**src/rtl/mca_pkg.sv**
```systemverilog
package mca_pkg;
  timeunit 1ns;
  timeprecision 1ps;

  typedef enum logic {ARB_IDLE, ARB_BUSY} arb_st_e;

  function automatic int idx_w(input int n);
    return (n > 1) ? $clog2(n) : 1;
  endfunction
endpackage

```
**src/rtl/mca_fifo.sv**
```systemverilog
module mca_fifo #(
  parameter int W     = 8,
  parameter int DEPTH = 4
) (
  input  logic         clk,
  input  logic         rst_n,
  input  logic         push,
  input  logic [W-1:0] din,
  input  logic         pop,
  output logic [W-1:0] dout,
  output logic         empty,
  output logic         full
);
  timeunit 1ns;
  timeprecision 1ps;

  localparam int PW = mca_pkg::idx_w(DEPTH);
  localparam int CW = $clog2(DEPTH + 1);

  logic [W-1:0]  store [DEPTH];
  logic [PW-1:0] wp, rp;
  logic [CW-1:0] cnt;

  function automatic logic [PW-1:0] step_ptr(input logic [PW-1:0] p);
    return (p == PW'(DEPTH - 1)) ? '0 : p + 1'b1;
  endfunction

  always_ff @(posedge clk) begin
    if (!rst_n) begin
      wp  <= '0;
      rp  <= '0;
      cnt <= '0;
    end else begin
      if (push) wp <= step_ptr(wp);
      if (pop)  rp <= step_ptr(rp);
      cnt <= cnt + CW'(push) - CW'(pop);
    end
  end

  always_ff @(posedge clk) begin
    if (push) store[wp] <= din;
  end

  assign dout  = store[rp];
  assign empty = (cnt == '0);
  assign full  = (cnt == CW'(DEPTH));

  // the queue never takes an entry while full, never gives one while empty
  a_r1_no_overflow: assert property (@(posedge clk) disable iff (!rst_n) push |-> !full);
  a_r1_no_underflow: assert property (@(posedge clk) disable iff (!rst_n) pop |-> !empty);
endmodule

```
**src/rtl/mca_rr.sv**
```systemverilog
module mca_rr #(
  parameter int N = 3
) (
  input  logic [N-1:0]                  elig,
  input  logic [mca_pkg::idx_w(N)-1:0] last,
  output logic [mca_pkg::idx_w(N)-1:0] pick,
  output logic                          any
);
  timeunit 1ns;
  timeprecision 1ps;

  localparam int IW = mca_pkg::idx_w(N);

  always_comb begin
    pick = '0;
    any  = 1'b0;
    for (int k = 1; k <= N; k++) begin
      int j;
      j = int'(last) + k;
      if (j >= N) j = j - N;
      if (!any && elig[j]) begin
        any  = 1'b1;
        pick = IW'(j);
      end
    end
  end
endmodule

```
**src/rtl/mca_tmo.sv**
```systemverilog
module mca_tmo #(
  parameter int CYC = 8
) (
  input  logic clk,
  input  logic rst_n,
  input  logic start,
  input  logic run,
  input  logic ack,
  output logic expire
);
  timeunit 1ns;
  timeprecision 1ps;

  localparam int CW = $clog2(CYC + 1);

  logic [CW-1:0] cnt;

  always_ff @(posedge clk) begin
    if (!rst_n)                      cnt <= '0;
    else if (start)                  cnt <= '0;
    else if (run && !ack && !expire) cnt <= cnt + 1'b1;
  end

  assign expire = run && !ack && (cnt == CW'(CYC - 1));

  // the wait count never passes the window
  a_r6_window: assert property (@(posedge clk) disable iff (!rst_n) run |-> (cnt < CW'(CYC)));
endmodule

```
**src/rtl/mchan_mem_arb.sv**
```systemverilog
module mchan_mem_arb #(
  parameter int NCH     = 2,
  parameter int BUS_EN  = 1,
  parameter int ADDR_W  = 8,
  parameter int DATA_W  = 16,
  parameter int DEPTH   = 4,
  parameter int TMO_EN  = 1,
  parameter int TMO_CYC = 8
) (
  input  logic                  clk,
  input  logic                  rst_n,
  input  logic [NCH-1:0]        ch_req_valid,
  output logic [NCH-1:0]        ch_req_ready,
  input  logic [NCH-1:0]        ch_req_wr,
  input  logic [NCH*ADDR_W-1:0] ch_req_addr,
  input  logic [NCH*DATA_W-1:0] ch_req_wdata,
  output logic [NCH-1:0]        ch_rd_valid,
  input  logic [NCH-1:0]        ch_rd_ready,
  output logic [NCH*DATA_W-1:0] ch_rd_data,
  output logic [NCH-1:0]        ch_rd_err,
  output logic [NCH-1:0]        ch_cmd_pend,
  output logic [NCH-1:0]        ch_rd_pend,
  input  logic                  bus_req,
  input  logic                  bus_wr,
  input  logic [ADDR_W-1:0]     bus_addr,
  input  logic [DATA_W-1:0]     bus_wdata,
  output logic                  bus_ack,
  output logic [DATA_W-1:0]     bus_rdata,
  output logic                  mem_req,
  output logic                  mem_wr,
  output logic [ADDR_W-1:0]     mem_addr,
  output logic [DATA_W-1:0]     mem_wdata,
  input  logic                  mem_ack,
  input  logic [DATA_W-1:0]     mem_rdata
);
  timeunit 1ns;
  timeprecision 1ps;
  import mca_pkg::*;

  localparam int NRQ   = NCH + ((BUS_EN != 0) ? 1 : 0);
  localparam int SW    = idx_w(NRQ);
  localparam int CMD_W = 1 + ADDR_W + DATA_W;
  localparam int RD_W  = DATA_W + 1;

  arb_st_e       st;
  logic [SW-1:0] sel, last, pick;
  logic          any, busy, is_ch, expire, done;
  logic          cur_wr;
  logic [ADDR_W-1:0] cur_addr;
  logic [DATA_W-1:0] cur_wdata;

  logic [NRQ-1:0]   elig;
  logic [NCH-1:0]   acc_empty, acc_full, acc_pop, rd_empty, rd_full, rd_push;
  logic [CMD_W-1:0] acc_head [NCH];
  logic [RD_W-1:0]  rd_out   [NCH];
  logic [RD_W-1:0]  rd_din;

  assign busy = (st == ARB_BUSY);
  assign done = busy && (mem_ack || expire);

  // per-channel queue pair
  for (genvar i = 0; i < NCH; i++) begin : g_ch
    mca_fifo #(.W(CMD_W), .DEPTH(DEPTH)) u_acc (
      .clk   (clk),
      .rst_n (rst_n),
      .push  (ch_req_valid[i] && !acc_full[i]),
      .din   ({ch_req_wr[i], ch_req_addr[i*ADDR_W +: ADDR_W], ch_req_wdata[i*DATA_W +: DATA_W]}),
      .pop   (acc_pop[i]),
      .dout  (acc_head[i]),
      .empty (acc_empty[i]),
      .full  (acc_full[i])
    );

    mca_fifo #(.W(RD_W), .DEPTH(DEPTH)) u_rd (
      .clk   (clk),
      .rst_n (rst_n),
      .push  (rd_push[i]),
      .din   (rd_din),
      .pop   (ch_rd_valid[i] && ch_rd_ready[i]),
      .dout  (rd_out[i]),
      .empty (rd_empty[i]),
      .full  (rd_full[i])
    );

    assign acc_pop[i]                   = done && is_ch && (sel == SW'(i));
    assign rd_push[i]                   = acc_pop[i] && !cur_wr;
    assign ch_req_ready[i]              = !acc_full[i];
    assign ch_rd_valid[i]               = !rd_empty[i];
    assign ch_rd_err[i]                 = rd_out[i][DATA_W];
    assign ch_rd_data[i*DATA_W +: DATA_W] = rd_out[i][DATA_W-1:0];
    assign ch_cmd_pend[i]               = !acc_empty[i];
    assign ch_rd_pend[i]                = !rd_empty[i];
    assign elig[i] = !acc_empty[i] && (acc_head[i][CMD_W-1] || !rd_full[i]);

    // a channel read starts only with room for its result
    a_r5_room: assert property (@(posedge clk) disable iff (!rst_n)
      ($rose(mem_req) && is_ch && (sel == SW'(i)) && !mem_wr) |-> !rd_full[i]);
  end

  if (BUS_EN != 0) begin : g_bus
    assign elig[NCH] = bus_req;
  end

  mca_rr #(.N(NRQ)) u_rr (
    .elig (elig),
    .last (last),
    .pick (pick),
    .any  (any)
  );

  // steer the granted command to the back end
  always_comb begin
    is_ch     = 1'b0;
    cur_wr    = bus_wr;
    cur_addr  = bus_addr;
    cur_wdata = bus_wdata;
    for (int i = 0; i < NCH; i++) begin
      if (sel == SW'(i)) begin
        is_ch = 1'b1;
        {cur_wr, cur_addr, cur_wdata} = acc_head[i];
      end
    end
  end

  always_ff @(posedge clk) begin
    if (!rst_n) begin
      st   <= ARB_IDLE;
      sel  <= '0;
      last <= SW'(NRQ - 1);
    end else begin
      case (st)
        ARB_IDLE: if (any) begin
          st   <= ARB_BUSY;
          sel  <= pick;
          last <= pick;
        end
        ARB_BUSY: if (done) st <= ARB_IDLE;
        default:  st <= ARB_IDLE;
      endcase
    end
  end

  if (TMO_EN != 0) begin : g_tmo
    mca_tmo #(.CYC(TMO_CYC)) u_tmo (
      .clk    (clk),
      .rst_n  (rst_n),
      .start  (!busy && any),
      .run    (busy && is_ch && !cur_wr),
      .ack    (mem_ack),
      .expire (expire)
    );
  end else begin : g_no_tmo
    assign expire = 1'b0;
  end

  assign rd_din    = expire ? {1'b1, {DATA_W{1'b0}}} : {1'b0, mem_rdata};
  assign mem_req   = busy;
  assign mem_wr    = cur_wr;
  assign mem_addr  = cur_addr;
  assign mem_wdata = cur_wdata;
  assign bus_ack   = (BUS_EN != 0) && busy && !is_ch && mem_ack;
  assign bus_rdata = mem_rdata;

  // an unfinished request keeps its command steady
  a_r3_hold: assert property (@(posedge clk) disable iff (!rst_n)
    (mem_req && !mem_ack && !expire) |=>
      (mem_req && $stable(mem_addr) && $stable(mem_wr) && $stable(mem_wdata)));
  // a timeout ends the request
  a_r6_release: assert property (@(posedge clk) disable iff (!rst_n) expire |=> !mem_req);
  // at most one channel completes per cycle
  a_r2_single: assert property (@(posedge clk) disable iff (!rst_n) $onehot0(acc_pop));
  // the bus port is acknowledged only while its request is on the back end
  a_r9_bus_ack: assert property (@(posedge clk) disable iff (!rst_n)
    bus_ack |-> (mem_req && mem_ack && (acc_pop == '0)));
endmodule

```
**config.mk**
```make
export PLATFORM = sky130hd
export DESIGN_NAME = mchan_mem_arb
export DESIGN_NICKNAME = d
export VERILOG_FILES = /design/src/rtl/mca_pkg.sv /design/src/rtl/mca_fifo.sv /design/src/rtl/mca_rr.sv /design/src/rtl/mca_tmo.sv /design/src/rtl/mchan_mem_arb.sv
export SDC_FILE = /design/constraint.sdc
export NUM_CORES = 1
export LEC_CHECK = 0
export BUFFER_PORTS_ARGS = -buffer_cell sky130_fd_sc_hd__buf_2
export CORE_ASPECT_RATIO = 1.2
export CORE_MARGIN = 2
export CORE_UTILIZATION = 58
export CTS_CLUSTER_SIZE = 8
export DETAILED_ROUTE_END_ITERATION = 7
export GPL_TIMING_DRIVEN = 1
export HOLD_SLACK_MARGIN = 0.03
export PLACE_DENSITY = 0.79
export SYNTH_ARGS = -nofsm -noshare
export SYNTH_HDL_FRONTEND = slang
export SYNTH_HIERARCHICAL = 1
export SYNTH_SLANG_ARGS = --single-unit
```
**constraint.sdc**
```tcl
create_clock -name clk -period 4.46 [get_ports clk]
set_clock_uncertainty 0.05 [all_clocks]
set_input_delay 0.223 -clock clk [delete_from_list [all_inputs] [get_ports clk]]
set_output_delay 0.223 -clock clk [all_outputs]
set_load 0.1 [all_outputs]
```
==> qor.yml, run 1 <==
detailed_routing:
  wl_per_cell_um: 22.4
  wl_mm: 32.7
  route.detailed.drc: 0
  ant_nets: 0
  avgViaCountPerCell: 5.69
  drt-initial-drc-count: 604
  vias: 8325
  dr.pass1.iters: 5
sta:
  finalHoldViolations: 0
  setup_slack_ns: 0.500
  finalCritPeriodShare: 0.888
  setup_tns_ns: 0
  holdWs_ns: 0.0697
  final_max_slew_viol_count: 0
  rsz0062_at_grt: "false"
  worstMarginPinSlew_ns: 1.08
  max_slew_margin: 0.278
  min_period_ns: 3.96
  report.final.setup_viol: 0
  max_freq_mhz: 253
floorplanning:
  die_w_um: 154
  die-area_um2: 28200
  num_rows: 65
  core_area_um2: 26400
  io_pins: 184
  die_y_um: 184
  start_util: 0.592
grt:
  grt_usage: 0.237
  gr-total-overflow: 0
  grt_pass1_vias: 8940
  grt_pass1_wl_mm: 50.4
  antenna_found_initial: 4
  grt_start_max_net_pins: 53
worst_setup_path:
  cp_slowest_cell: "mux4_1"
  cp_cell_sequence: "mux4_1 -> nand2_1 -> o21ai_0 -> nor3b_1 -> and2b_2 -> and2_1 -> nor2_2 -> or3b_4 -> nor2_1 -> ha_1 -> inv_1 -> ha_1 -> fa_1 -> and2_1"
  crit_buf_inv: 1
  crit_family: "simple AND/OR/NAND/NOR gates"
  worstPathRequired_ns: 4.84
  setup.worst_path.class: "reg2reg"
  end_kind: "flop"
  max_stage_delay_ns: 0.60
  path_max_fanout: 4
  start_kind: "flop"
  cp_data_arrival_time_ns: 4.34
yosys:
  yosys-top-cells-count: "edfxtp_1, mux4_2, dfxtp_1"
  synth_area_um2: 15600
  yosysTopAreaCell: "edfxtp_1"
  ys_seq_area_frac: 0.703
  yosysMostFrequentCell: "edfxtp_1"
  synth_cell_type_count: 48
  yosys.area.top_type_share: 0.647
  yosys-top-cells-area: "edfxtp_1, mux4_2, dfxtp_1"
  ys_warn_count: 6
  synth_edf_count: 336
  synth_fp_nets: 963
  async_reset_ff_frac: 0
  syn_avg_cell_area_um2: 18.8
  syn_inst: 828
  ys_ff_latch: 380
  synth_flop_cell: "edfxtp_1"
clock_network:
  ctsHtreeMaxLevel: 2
  cts_tree: "built"
  numCtsBuffers: 53
  clock_tree.buffer_depth: 3
  root_buffer: "clkbuf_16"
  clk_latency_ns: 0.54
  path_clk_slew_ns: 0.05
  clock-sinks: 380
cells_and_area:
  fin_cells: 1462
  final_core_util: 0.710
  final_nets: 1226
  fillers: 1608
  area_growth_pct: 19.9
  drive_above_1_share: 0.312
  final_area_um2: 18700
pwr:
  peakVddDrop_uv: 1020
  finalPower_mw: 12.5
  cellPowerDensity_nw_per_um2: 668
  leakagePower_nw: 6.68
placement:
  gp_congestion: 0.741
  hpwl_mm: 20.0
  place_area_um2: 16700
  numPortBuffers: 183
  dp_cells: 1319
  post-place-ws_ns: 0.521
flow_run:
  drv_cap: 0
outcome:
  status: "finished, final reports clean"
worst_hold_path:
  hold_class: "in2reg"
==> cells by family after synthesis <==
logic type | synth area share
muxes | 0.149
xor gates and xnor gates | 0.00610
and+or+nand+nor | 0.0528
AOI/OAI and AO/OA | 0.0202
adders and majority gates | 0.0308
buffers and inverters | 0.0377
DFF | 0.703
==> cell type report <==
| type | count | area [um2] | share of cell area |
|---|---|---|---|
| antenna | 2 | 5.00 | 0.000267 |
| clock buffer | 86 | 1450 | 0.0775 |
| inverter | 43 | 161 | 0.00863 |
| timing repair buffer | 258 | 1610 | 0.0860 |
| multi-input combinational | 355 | 4040 | 0.216 |
| clock inverter | 3 | 47.5 | 0.00254 |
| sequential | 380 | 11000 | 0.587 |
| tap | 335 | 419 | 0.0224 |
==> layer usage <==
metal / vias to the layer above / global-route usage / wire length, um
met4: 4 / 0.0980 / 1120
met2: 395 / 0.421 / 17300
met5: - / 0 / 21
met3: 79 / 0.0504 / 2220
li1: 3733 / - / -
met1: 4114 / 0.282 / 12000
==> sequential cells by signal, indices dropped and copies added, names as in the netlist, named ones only <==
register          count
g_ch.u_rd/cnt         6
g_ch.u_acc/cnt        6
g_ch.u_acc/store    200
g_ch.u_acc/wp         4
g_ch.u_acc/rp         4
sel                   2
g_ch.u_rd/rp          4
g_tmo.u_tmo/cnt       4
mem_req               1
g_ch.u_rd/store     136
last                  1
g_ch.u_rd/wp          4
==> power by group <==
part	leakage, nW	internal, mW	total, mW	switching (mW)
registers	3.42	4.18	4.39	0.206
logic	2.54	1.03	4.51	3.47
clock network	0.715	2.24	3.61	1.37
total	6.68	7.46	12.5	5.05
==> what timing repair did <==
| item | 4_1_cts | 5_1_grt |
|---|---|---|
| buffers inserted | 0 | 0 |
| gates resized for setup | 0 | 0 |
| endpoints found under the hold margin | 204 | 0 |
| hold buffers | 52 | 0 |
==> placed cells by master (no fill, tap or decap), types with 8 or more instances in the layout <==
cell type | netlist | final
clkbuf_1 | 6 | 33
mux2i_1 | 32 | 32
buf_4 | 19 | 23
nor2b_1 | 17 | 17
edfxtp_1 | 336 | 336
or3b_2 | 8 | 8
inv_1 | 43 | 43
a21oi_1 | 13 | 13
clkbuf_16 | 0 | 53
nor2_1 | 18 | 18
dlygate4sd3_1 | 0 | 52
ha_1 | 32 | 32
o21ai_0 | 29 | 29
nand2_1 | 31 | 31
and2_1 | 26 | 26
mux4_2 | 60 | 60
dfxtp_1 | 44 | 40
buf_2 | 9 | 183
nand2b_1 | 11 | 11
mux4_1 | 24 | 24
==> worst paths after layout <==
kind         slack (ns)           startpoint                       end  cells past startpoint
max reg2reg        0.50                 flop      g_ch[1].u_acc/cnt[1]                     14
min reg2reg        0.45  g_ch[0].u_acc/rp[0]                      flop                      2
max                0.50                 flop      g_ch[1].u_acc/cnt[1]                     14
min                0.07         mem_rdata[0]  g_ch[0].u_rd/store[1][0]                      2
Power figures use the tool's default switching activity.
==> run 2, diff against run 1 <==
Settings changed: BUFFER_PORTS_ARGS -buffer_cell sky130_fd_sc_hd__buf_2 to -buffer_cell sky130_fd_sc_hd__buf_4, SKIP_LAST_GASP from default to 1.
==> qor.yml, run 2 (synthesis gave the netlist of run 1 again) <==
worst_setup_path:
  setup.worst_path.class: "reg2reg"
  reg2reg_to: "g_ch[0].u_acc/cnt[1]"
  max_stage_delay_ns: 0.62  # +0.02 ns
  cp_cell_sequence: "mux4_1 -> nand2_1 -> o21ai_0 -> nor3b_1 -> and2b_2 -> and2_1 -> nor2_2 -> or3b_4 -> nor2_1 -> ha_1 -> inv_1 -> ha_1 -> fa_1 -> and2_1"
  crit_family: "simple AND/OR/NAND/NOR gates"
  cp_slowest_cell: "mux4_1"
  r2r_slack_ns: 0.51  # about the same
  path_max_fanout: 4  # unchanged
  cp-endpoint: "g_ch[0].u_acc/cnt[1]"
  cp_data_arrival_time_ns: 4.35  # about the same
  start_kind: "flop"
  end_kind: "flop"
  r2r_cells: 14  # unchanged
  worstPathRequired_ns: 4.85  # about the same
  path_depth: 14  # unchanged
  crit_buf_inv: 1  # unchanged
detailed_routing:
  route.detailed.drc: 0  # unchanged
  wl_mm: 34.6  # +5.7%
  wl_per_cell_um: 23.7  # +5.9%
  ant_nets: 0  # unchanged
  drt-initial-drc-count: 643  # +6.5%
  avgViaCountPerCell: 5.81  # +2.1%
  vias: 8479  # +1.8%
  dr.pass1.iters: 5  # unchanged
outcome:
  status: "finished, final reports clean"
floorplanning:
  die-area_um2: 28200  # unchanged
  io_pins: 184  # unchanged
  start_util: 0.592  # unchanged
  num_rows: 65  # unchanged
  core_area_um2: 26400  # unchanged
  die_y_um: 184  # unchanged
  die_w_um: 154  # unchanged
sta:
  worstMarginPinSlew_ns: 1.08  # -0.00646 ns
  setup_tns_ns: 0  # unchanged
  min_period_ns: 3.95  # -0.00647 ns
  report.final.setup_viol: 0  # unchanged
  finalHoldViolations: 0  # unchanged
  max_freq_mhz: 253  # +0.16%
  holdWs_ns: 0.0610  # -0.00874 ns
  finalCritPeriodShare: 0.886  # -0.00145
  max_slew_margin: 0.282  # +0.00431
  rsz0062_at_grt: "false"
  final_max_slew_viol_count: 0  # unchanged
pwr:
  leakagePower_nw: 6.84  # +2.5%
  peakVddDrop_uv: 1210  # +18%
  cellPowerDensity_nw_per_um2: 668  # about the same
clock_network:
  cts.repair.resized: 0  # unchanged
  clk_latency_ns: 0.55  # about the same
  root_buffer: "clkbuf_16"
  numCtsBuffers: 53  # unchanged
  clock-sinks: 380  # unchanged
  cts_tree: "built"
  ctsHtreeMaxLevel: 2  # unchanged
  path_clk_slew_ns: 0.05  # about the same
  clock_tree.buffer_depth: 3  # unchanged
cells_and_area:
  diodes: 0  # -2
  drive_above_1_share: 0.313  # +0.00117
  largest-register: "g_ch.u_acc/store"
  final_cell_mix: "edfxtp_1, buf_4, mux4_2, clkbuf_16, dlygate4sd3_1"
  multiInputGateArea_um2: 4040  # unchanged
  fillers: 1550  # -3.6%
  largest_reg_flops: 200  # unchanged
  final_core_util: 0.728  # +0.0177
  top_regs: "g_ch.u_acc/store: 200 flops, g_ch.u_rd/store: 136 flops"
  final_nets: 1226  # unchanged
  final_common_cell: "edfxtp_1"
  area_growth_pct: 22.9
  seqCellArea_um2: 11000  # unchanged
grt:
  gr-total-overflow: 0  # unchanged
  grt_pass1_vias: 8889  # -0.57%
  grt_usage: 0.248  # +0.0116
  grt_pass1_wl_mm: 52.4  # +3.9%
  grt_start_max_net_pins: 53  # unchanged
  antenna_found_initial: 0  # -4
placement:
  numPortBuffers: 183  # unchanged
  gp_congestion: 0.764  # +3.1%
  hpwl_mm: 20.7  # +3.3%
flow_run:
  drv_cap: 0  # unchanged
worst_hold_path:
  hold_class: "in2reg"
run 2: cell count changes in the layout (fill, tap and decap cells not counted):
cell / change
inv_16: +1
buf_2: -183
clkbuf_1: -2
diode_2: -2
buf_4: +183
run 2: repair_timing:
action | in CTS | in global routing
setup buffers | 0 | 0
hold buffers | 52 | 0
hold endpoints to repair | 213 | 0
run 2: final cells by class:
class	instances	area share
clock buffers	84	0.0752
clock inverters	4	0.00352
inverters	43	0.00842
multi-input cells	355	0.211
flip-flops and latches	380	0.572
well taps	335	0.0219
repair buffers	258	0.108
run 2: metrics by stage:
| step | setup slack (ns) | power [mW] | std cells | instance area (um2) |
|---|---|---|---|---|
| floorplan | 0.536 | 8.20 | 828 | 15600 |
| global placement | 0.653 | 9.09 | 1319 | 17100 |
| detailed placement | 0.591 | 9.15 | 1319 | 17100 |
| CTS | 0.477 | 12.8 | 1459 | 19200 |
| global route | 0.277 | 13.2 | 1459 | 19200 |
| finish | 0.507 | 12.8 | 1459 | 19200 |
run 2: power breakdown:
part	switching [mW]	total (mW)	internal [mW]
combinational	3.52	4.77	1.24
sequential	0.207	4.39	4.18
clock	1.40	3.65	2.25
run 2: worst min-delay path by stage:
stage / from / end / slack (ns) / cells after the start
3_5_place_dp: ch_req_wdata[8] / g_ch[0].u_acc/store[3][8] / 0.38 / 1
5_1_grt: mem_rdata[0] / g_ch[1].u_rd/store[2][0] / 0.06 / 2
6_report: mem_rdata[0] / g_ch[1].u_rd/store[3][0] / 0.06 / 2
3_3_place_gp: ch_req_wdata[16] / g_ch[1].u_acc/store[1][0] / 0.37 / 1
4_1_cts: mem_rdata[0] / g_ch[1].u_rd/store[3][0] / 0.05 / 2
2_1_floorplan: rst_n / last[1] / 0.24 / 1
run 2: routing by layer:
metal	up-vias	share of wire	track usage	wire (um)
met5	-	0	0	0
met1	4253	0.35	0.294	12200
li1	3734	-	-	-
met2	423	0.53	0.450	18500
met3	69	0.075	0.0504	2600
met4	0	0.036	0.0928	1230
run 2: worst reg2reg max path: cells and delay by family (launching register included):
kind	cells	cell delay, ns
compound gates	1	0.12
fa+ha+maj	3	0.84
buf+inv	1	0.06
flops	1	0.33
mux	1	0.62
simple gates	8	1.84
